--- config.mk ---
export PLATFORM = sky130hd
export DESIGN_NAME = smo_unit
export DESIGN_NICKNAME = d
export VERILOG_FILES = /design/src/rtl/smo_pkg.sv /design/src/rtl/smo_capture.sv /design/src/rtl/smo_product.sv /design/src/rtl/smo_scale.sv /design/src/rtl/smo_unit.sv
export SDC_FILE = /design/constraint.sdc
export NUM_CORES = 1
export LEC_CHECK = 0
export BUFFER_PORTS_ARGS = -buffer_cell sky130_fd_sc_hd__clkbuf_2
export CAP_MARGIN = 15
export CORE_MARGIN = 8
export CORE_UTILIZATION = 65
export DETAILED_ROUTE_END_ITERATION = 12
export PLACE_DENSITY = 0.86
export SKIP_CTS_REPAIR_TIMING = 1
export SLEW_MARGIN = 20
export SYNTH_ARGS = -nofsm -noshare
export SYNTH_HDL_FRONTEND = slang
export SYNTH_HIERARCHICAL = 1
export SYNTH_SLANG_ARGS = --single-unit
--- constraint.sdc ---
create_clock -name clk -period 20.1 [get_ports clk]
set_input_delay 4.02 -clock clk [delete_from_list [all_inputs] [get_ports clk]]
set_output_delay 4.02 -clock clk [all_outputs]
set_load 0.05 [all_outputs]
--- src/rtl/smo_pkg.sv ---
package smo_pkg;
   typedef enum logic {
      MODE_UNS = 1'b0,
      MODE_SGN = 1'b1
   } smo_mode_e;
endpackage

--- src/rtl/smo_capture.sv ---
module smo_capture
   import smo_pkg::*;
#(
   parameter int OPW = 16
) (
   input  logic            clk,
   input  logic            rst_n,
   input  logic            start_i,
   input  logic            advance_i,
   input  logic            signed_i,
   input  logic [OPW-1:0]  a_i,
   input  logic [OPW-1:0]  b_i,
   output logic [OPW-1:0]  a_q,
   output logic [OPW-1:0]  b_q,
   output smo_mode_e       mode_q,
   output logic            valid_q
);
   always_ff @(posedge clk or negedge rst_n) begin
      if (!rst_n) begin
         a_q    <= '0;
         b_q    <= '0;
         mode_q <= MODE_UNS;
      end else if (start_i) begin
         a_q    <= a_i;
         b_q    <= b_i;
         mode_q <= smo_mode_e'(signed_i);
      end
   end

   // start has priority over advance
   always_ff @(posedge clk or negedge rst_n) begin
      if (!rst_n)         valid_q <= 1'b0;
      else if (start_i)   valid_q <= 1'b1;
      else if (advance_i) valid_q <= 1'b0;
   end
endmodule

--- src/rtl/smo_product.sv ---
module smo_product
   import smo_pkg::*;
#(
   parameter int OPW    = 16,
   parameter bit SHARED = 1'b1
) (
   input  logic [OPW-1:0]            a_i,
   input  logic [OPW-1:0]            b_i,
   input  smo_mode_e                 mode_i,
   output logic signed [2*OPW+1:0]   prod_o
);
   localparam int PW = 2*OPW + 2;

   generate
      if (SHARED) begin : g_shared
         // one (OPW+1)-bit signed array serves both flavours
         logic ext_a, ext_b;
         logic signed [PW-1:0] xa, xb;
         always_comb begin
            ext_a = (mode_i == MODE_SGN) & a_i[OPW-1];
            ext_b = (mode_i == MODE_SGN) & b_i[OPW-1];
            xa = $signed({{(OPW+2){ext_a}}, a_i});
            xb = $signed({{(OPW+2){ext_b}}, b_i});
            prod_o = xa * xb;
         end
      end else begin : g_split
         logic [2*OPW-1:0]        pu;
         logic signed [2*OPW-1:0] ps;
         always_comb begin
            pu = {{OPW{1'b0}}, a_i} * {{OPW{1'b0}}, b_i};
            ps = $signed({{OPW{a_i[OPW-1]}}, a_i}) * $signed({{OPW{b_i[OPW-1]}}, b_i});
            if (mode_i == MODE_SGN) prod_o = $signed({{2{ps[2*OPW-1]}}, ps});
            else                    prod_o = $signed({2'b00, pu});
         end
      end
   endgenerate
endmodule

--- src/rtl/smo_scale.sv ---
module smo_scale
   import smo_pkg::*;
#(
   parameter int OPW = 16,
   parameter int DW  = 32,
   parameter int USH = 16,
   parameter int SSH = 14
) (
   input  logic signed [2*OPW+1:0] prod_i,
   input  smo_mode_e               mode_i,
   output logic [DW-1:0]           res_o
);
   localparam int PW = 2*OPW + 2;

   logic signed [PW-1:0] sh;
   // unsigned products are non-negative here, so an arithmetic shift is exact for both
   always_comb begin
      if (mode_i == MODE_SGN) sh = prod_i >>> SSH;
      else                    sh = prod_i >>> USH;
   end

   generate
      if (PW >= DW) begin : g_trunc
         assign res_o = sh[DW-1:0];
         if (PW > DW) begin : g_spare
            logic unused_hi;
            assign unused_hi = ^sh[PW-1:DW];
         end
      end else begin : g_extend
         assign res_o = {{(DW-PW){sh[PW-1]}}, sh};
      end
   endgenerate
endmodule

--- src/rtl/smo_unit.sv ---
module smo_unit
   import smo_pkg::*;
#(
   parameter int OPW        = 16,
   parameter int DW         = 32,
   parameter int USH        = 16,
   parameter int SSH        = 14,
   parameter bit SHARED_MUL = 1'b1
) (
   input  logic          clk,
   input  logic          rst_n,
   input  logic          start_i,
   input  logic          signed_i,
   input  logic [DW-1:0] opd_a_i,
   input  logic [DW-1:0] opd_b_i,
   input  logic          advance_i,
   output logic [DW-1:0] result_o,
   output logic          subst_valid_o
);
   localparam int PW = 2*OPW + 2;

   generate
      if (OPW < 2 || OPW >= DW) begin : g_bad_opw
         $error("smo_unit: OPW must be at least 2 and below DW");
      end
      if (USH >= 2*OPW || SSH >= 2*OPW) begin : g_bad_shift
         $error("smo_unit: shift amounts must be below the product width");
      end
   endgenerate

   logic unused_upper;
   assign unused_upper = ^{opd_a_i[DW-1:OPW], opd_b_i[DW-1:OPW]};

   logic [OPW-1:0]        a_q, b_q;
   smo_mode_e             mode_q;
   logic signed [PW-1:0]  prod;

   smo_capture #(.OPW(OPW)) u_cap (
      .clk(clk), .rst_n(rst_n), .start_i(start_i), .advance_i(advance_i),
      .signed_i(signed_i), .a_i(opd_a_i[OPW-1:0]), .b_i(opd_b_i[OPW-1:0]),
      .a_q(a_q), .b_q(b_q), .mode_q(mode_q), .valid_q(subst_valid_o)
   );

   smo_product #(.OPW(OPW), .SHARED(SHARED_MUL)) u_mul (
      .a_i(a_q), .b_i(b_q), .mode_i(mode_q), .prod_o(prod)
   );

   smo_scale #(.OPW(OPW), .DW(DW), .USH(USH), .SSH(SSH)) u_scl (
      .prod_i(prod), .mode_i(mode_q), .res_o(result_o)
   );
endmodule

==> results of run 1 <==
final cells by class:
type,count,area share
multi-input cells,884,0.780
inverters,312,0.0895
flip-flops and latches,34,0.0650
repair buffers,71,0.0275
well taps,265,0.0253
clock buffers,7,0.0101
clock inverters,1,0.00230
worst max path at each step:
stage | slack, ps | endpoint | cells past startpoint | start
after floorplan | 9380 | result_o[18] | 22 | u_cap/mode_q$_DFFE_PN0P_
after global placement | 8420 | result_o[18] | 23 | u_cap/mode_q$_DFFE_PN0P_
after detailed placement | 8320 | result_o[18] | 23 | u_cap/mode_q$_DFFE_PN0P_
after CTS | 8000 | result_o[18] | 23 | u_cap/mode_q$_DFFE_PN0P_
after global routing | 7430 | result_o[18] | 24 | u_cap/mode_q$_DFFE_PN0P_
final | 8030 | result_o[18] | 23 | u_cap/mode_q$_DFFE_PN0P_
flip-flops by register name, summed over array words and instances (netlist names):
name	cells
u_cap/b_q	16
u_cap/a_q	16
u_cap/mode_q	1
u_cap/valid_q	1
metrics by stage:
step | cells | setup WS, ps | cell area [µm²] | hold slack [ps]
floorplan | 1292 | 9380 | 12600 | 480
global placement | 1566 | 8420 | 12900 | 461
detailed placement | 1566 | 8320 | 12900 | 491
CTS | 1574 | 8000 | 13100 | 501
global route | 1574 | 7430 | 13100 | 536
finish | 1574 | 8030 | 13100 | 511
cells in the final DEF (no fill, tap or decap), types with 2 or more instances in the layout:
master and instances:
o21bai_1 3, inv_1 312, fa_1 296, o2111ai_1 2, nor2_1 24, clkbuf_2 68
a211oi_1 6, a21o_1 6, nor3b_1 3, clkbuf_16 5, mux2_2 13, o22ai_1 3
a211o_1 2, xnor2_1 27, dfrtp_1 34, and3_1 6, nor4_1 2, clkbuf_1 2
and2_1 127, nand2b_1 3, o21ai_0 20, mux2_4 39, ha_1 85, nand3_1 5
xor2_1 2, o211ai_1 2, o31ai_1 2, o21a_1 4, a31oi_1 3, buf_4 2
nor3_1 2, nand2_1 150, a21oi_1 24, o31a_1 2, nand4_1 6
layer usage:
metal,GRT usage,wire length [µm],up-vias
met4,0.139,1420,0
met3,0.0247,1050,92
met1,0.271,10100,4533
met5,0,0,-
met2,0.449,15300,293
li1,-,-,3847
==> impl_results.md, run 1 <==
- Status: finished clean
- CTS tree: done
- Arrival time worst endpoint: 8050 ps
- Worst setup path category: reg -> out
- Root Buffer Master: clkbuf_16
- Hold Crit Class: reg -> reg
- RSZ-0062 raised after global routing: no
- Max Clk Rate: 0.0828 GHz
- Hold Startpoint: u_cap/valid_q$_DFFE_PN0P_
- Skew final: 0 ps
- FILL cells: 1365
- N_diodes: 0
- Via density: 5.57
- GRT Total Usage: 0.244
- Hold Path Cell Cnt: 1
- DR pass1 iterations: 5
- Final setup violation count: 0
- FF-to-FF path depth: 1
- Final Util: 0.681
- Pin count of the biggest net entering global routing: 35
- Area of the multi-input gates: 10200 µm²
- Cell Chain, Critical Path: buf_4 -> and2_1 -> nand2_1 -> fa_1 -> inv_1 -> fa_1 -> inv_1 -> fa_1 -> inv_1 -> fa_1 -> fa_1 -> inv_1 -> fa_1 -> inv_1 -> ha_1 -> nand4_1 -> or4_1 -> nand4_1 -> or3_1 -> o22ai_1 -> xnor2_1 -> mux2_2 -> clkbuf_2
- Clk sinks: 34
- Critical path's most frequent cell: fa_1
- Slowest stage cell, crit path: xnor2_1
- Setup_tns: 0 ps
- CP bufs+invs: 7
- Critical path required time: 16080 ps
- Die area: 24100 µm²
- R2r endpoint: u_cap/a_q[12]$_DFFE_PN0P_
- Routed length per instance: 17.7 µm
- Avg Inst Size Synth: 9.74 µm²
- Fin crit period: 12070 ps
- Top-Level Pins: 102
- Grt ovf: 0
- CP delay by family, top: adder cells
- DRC: 0
- Placed wire-length estimate: 22700 µm
- Yosys warns: 6
- Latest clock arrival within the worst-skew pair: 280 ps
- Share of layout cells above drive strength 1: 0.101
- RePlAce Congestion: 0.883
- Post-synthesis net count: 1742
- Final Max Tran Viols: 0
- Initial DRC count: 530
- Max incr delay on CP: 760 ps
- Drt total wl: 27900 µm
- Area grow syn2layout: 3.91%
- Hold endpoint: u_cap/valid_q$_DFFE_PN0P_
- Syn Std Cell Area: 12600 µm²
- Part of the cycle the worst path needs: 0.601
- Die Span X: 155 µm
- Syn Inst Count: 1292
- Final ANT Viol Nets: 0
- Sequential cell area: 851 µm²
- Register-to-register setup slack: 18890 ps
- Max_slew headroom: 0.315
- DIE HEIGHT: 155 µm
- Reg2reg start: u_cap/a_q[12]$_DFFE_PN0P_
- Crit-path max FO: 27
- Global-route wire length before repair: 47100 µm
- Vias: 8765
- Bufs on Longest Clock Path: 2
- Final nets: 1758
- Placeable core area: 19200 µm²
- # rows: 51
- Final Hold Viols: 0
- H-tree depth: 2
- Starting Density: 0.655
- IO buf count: 69
- Vias in the first global route: 10000
- Crit. End Element: primary output
- Max cap viols: 0
- Initial antenna violation count: 0
- Startpoint types: register
- Clock Pin Slew Worst Setup and Hold Paths: 50 ps
- Slew @ Worst Pin: 1030 ps
- CTS Buf Count: 5
Power of run 1 is left out: the tool's default activity adds up to more than one toggle a clock period on the data nets, which glitch-free logic cannot reach.
==> inputs of run 2 (changes only) <==
CORE_UTILIZATION = 58   (was 65)
PLACE_DENSITY = 0.81   (was 0.86)
clock period = 10.3 ns   (was 20.1 ns; I/O delays follow)
==> run 2 against run 1 <==
Net effect: cell count increased by 1.6%; die area increased by 11%; clock skew unchanged; cell area increased by 0.96%; flip-flop and latch count unchanged; largest cell class unchanged.
==> impl_results.md, run 2 (synthesis results as in run 1) <==
- Top-Level Pins: 102 (unchanged)
- Starting Density: 0.584 (was 0.655)
- Setup_tns: 0 ps (unchanged)
- Share of layout cells above drive strength 1: 0.109 (was 0.101)
- Sequential cell area: 851 µm² (unchanged)
- Max incr delay on CP: 830 ps (was 760 ps)
- RSZ-0062 raised after global routing: no (unchanged)
- Global-route wire length before repair: 50600 µm (was 47100 µm)
- Commonest non-fill, non-tap cell in the layout: inv_1 (unchanged)
- RePlAce Congestion: 0.898 (was 0.883)
- Vias in the first global route: 10100 (was 10000)
- Part of the cycle the worst path needs: 0.956
- DR pass1 iterations: 5 (unchanged)
- Commonest non-fill, non-tap cells in the layout: inv_1, fa_1, nand2_1 (unchanged)
- Critical path required time: 8240 ps (was 16080 ps)
- Max Clk Rate: 0.102 GHz
- Crit. End Element: primary output (unchanged)
- Critical path's most frequent cell: fa_1 (unchanged)
- Arrival time worst endpoint: 7790 ps (was 8050 ps)
- Final nets: 1768 (was 1758)
- Max cap viols: 0 (unchanged)
- CTS tree: done (unchanged)
- H-tree depth: 2 (unchanged)
- Largest registers: u_cap/a_q x16, u_cap/b_q x16 (unchanged)
- Initial DRC count: 543 (was 530)
- Slowest stage cell, crit path: dfrtp_1 (was xnor2_1)
- Area of the multi-input gates: 10200 µm² (unchanged)
- Startpoint types: register (unchanged)
- Drt total wl: 30700 µm (was 27900 µm)
- Hold Crit Class: reg -> reg (unchanged)
- Placed wire-length estimate: 23900 µm (was 22700 µm)
- DIE HEIGHT: 163 µm (was 155 µm)
- Max_slew headroom: 0.261 (was 0.315)
- CP bufs+invs: 6 (was 7)
- Via density: 5.64 (was 5.57)
- Die Span X: 163 µm (was 155 µm)
- IO buf count: 69 (unchanged)
- Fin crit period: 9850 ps
- Area grow syn2layout: 4.90% (was 3.91%)
- CTS Buf Count: 5 (unchanged)
- Grt ovf: 0 (unchanged)
- # rows: 54 (was 51)
- Reg2reg start: u_cap/b_q[9]$_DFFE_PN0P_ (was u_cap/a_q[12]$_DFFE_PN0P_)
- Final setup violation count: 0 (unchanged)
- Die area: 26700 µm² (was 24100 µm²)
- DRC: 0 (unchanged)
- Hold Startpoint: u_cap/valid_q$_DFFE_PN0P_ (unchanged)
- Worst setup path category: reg -> out (unchanged)
- Initial antenna violation count: 0 (unchanged)
- CP delay by family, top: adder cells (unchanged)
- Pin count of the biggest net entering global routing: 35 (unchanged)
- Clock Pin Slew Worst Setup and Hold Paths: 60 ps (was 50 ps)
- Setup crit start: u_cap/b_q[2]$_DFFE_PN0P_ (was u_cap/mode_q$_DFFE_PN0P_)
- Root Buffer Master: clkbuf_16 (unchanged)
- Final Hold Viols: 0 (unchanged)
- Skew final: 0 ps (unchanged)
- Status: finished clean (unchanged)
- Crit-path max FO: 18 (was 27)
- Clk sinks: 34 (unchanged)
- Bufs on Longest Clock Path: 2 (unchanged)
- FILL cells: 1692 (was 1365)
- Placeable core area: 21600 µm² (was 19200 µm²)
- Cell Chain, Critical Path: nand2_1 -> inv_1 -> fa_1 -> fa_1 -> inv_1 -> fa_1 -> inv_1 -> fa_1 -> fa_1 -> inv_1 -> fa_1 -> inv_1 -> ha_1 -> nand4_1 -> or4_1 -> nand4_1 -> or3_1 -> o22ai_1 -> xnor2_1 -> mux2_2 -> clkbuf_2 (was buf_4 -> and2_1 -> nand2_1 -> fa_1 -> inv_1 -> fa_1 -> inv_1 -> fa_1 -> inv_1 -> fa_1 -> fa_1 -> inv_1 -> fa_1 -> inv_1 -> ha_1 -> nand4_1 -> or4_1 -> nand4_1 -> or3_1 -> o22ai_1 -> xnor2_1 -> mux2_2 -> clkbuf_2)
- Final Max Tran Viols: 0 (unchanged)
- Vias: 9017 (was 8765)
- N_diodes: 0 (unchanged)
- Latest clock arrival within the worst-skew pair: 280 ps (about the same)
- GRT Total Usage: 0.240 (was 0.244)
- Routed length per instance: 19.2 µm (was 17.7 µm)
- Slew @ Worst Pin: 1110 ps (was 1030 ps)
- Final ANT Viol Nets: 0 (unchanged)
run 2: final timing paths:
path | to | slack (ps) | cells after the start
hold reg to reg | u_cap/valid_q$_DFFE_PN0P_ | 490 | 1
max in group asynchronous | u_cap/a_q[15]$_DFFE_PN0P_ | 7820 | 1
setup / recovery | result_o[18] | 450 | 21
setup reg to reg | u_cap/b_q[9]$_DFFE_PN0P_ | 8940 | 2
min in group asynchronous | u_cap/valid_q$_DFFE_PN0P_ | 1910 | 1
hold / removal | u_cap/valid_q$_DFFE_PN0P_ | 490 | 1
run 2: area by class of cell:
type / count / share of cell area
clock buffers: 5 / 0.00948
flip-flops and latches: 34 / 0.0644
clock inverters: 3 / 0.00521
multi-input cells: 884 / 0.773
repair buffers: 81 / 0.0330
inverters: 312 / 0.0887
well taps: 280 / 0.0265
run 2: worst reg2reg max path: stages, from the launching register on:
cell	delay [ps]
dfrtp_1	650
buf_4	320
mux2_4	270
run 2: layer usage:
metal | vias to the layer above | part of all wire | global-route usage
met5 | - | 0 | 0
met4 | 0 | 0.050 | 0.116
met3 | 85 | 0.062 | 0.0307
met2 | 397 | 0.53 | 0.434
met1 | 4660 | 0.36 | 0.278
li1 | 3875 | - | -
run 2: stage by stage:
stage,util,std cells,hold slack (ps),cell area (µm²),worst slack (ps)
6_report,0.613,1599,488,13200,452
5_1_grt,0.613,1599,499,13200,73.9
4_1_cts,0.613,1599,487,13200,522
3_5_place_dp,0.604,1591,472,13000,868
3_3_place_gp,0.604,1591,463,13000,998
2_1_floorplan,-,1292,480,12600,1540
Power of run 2 is left out for the same reason.
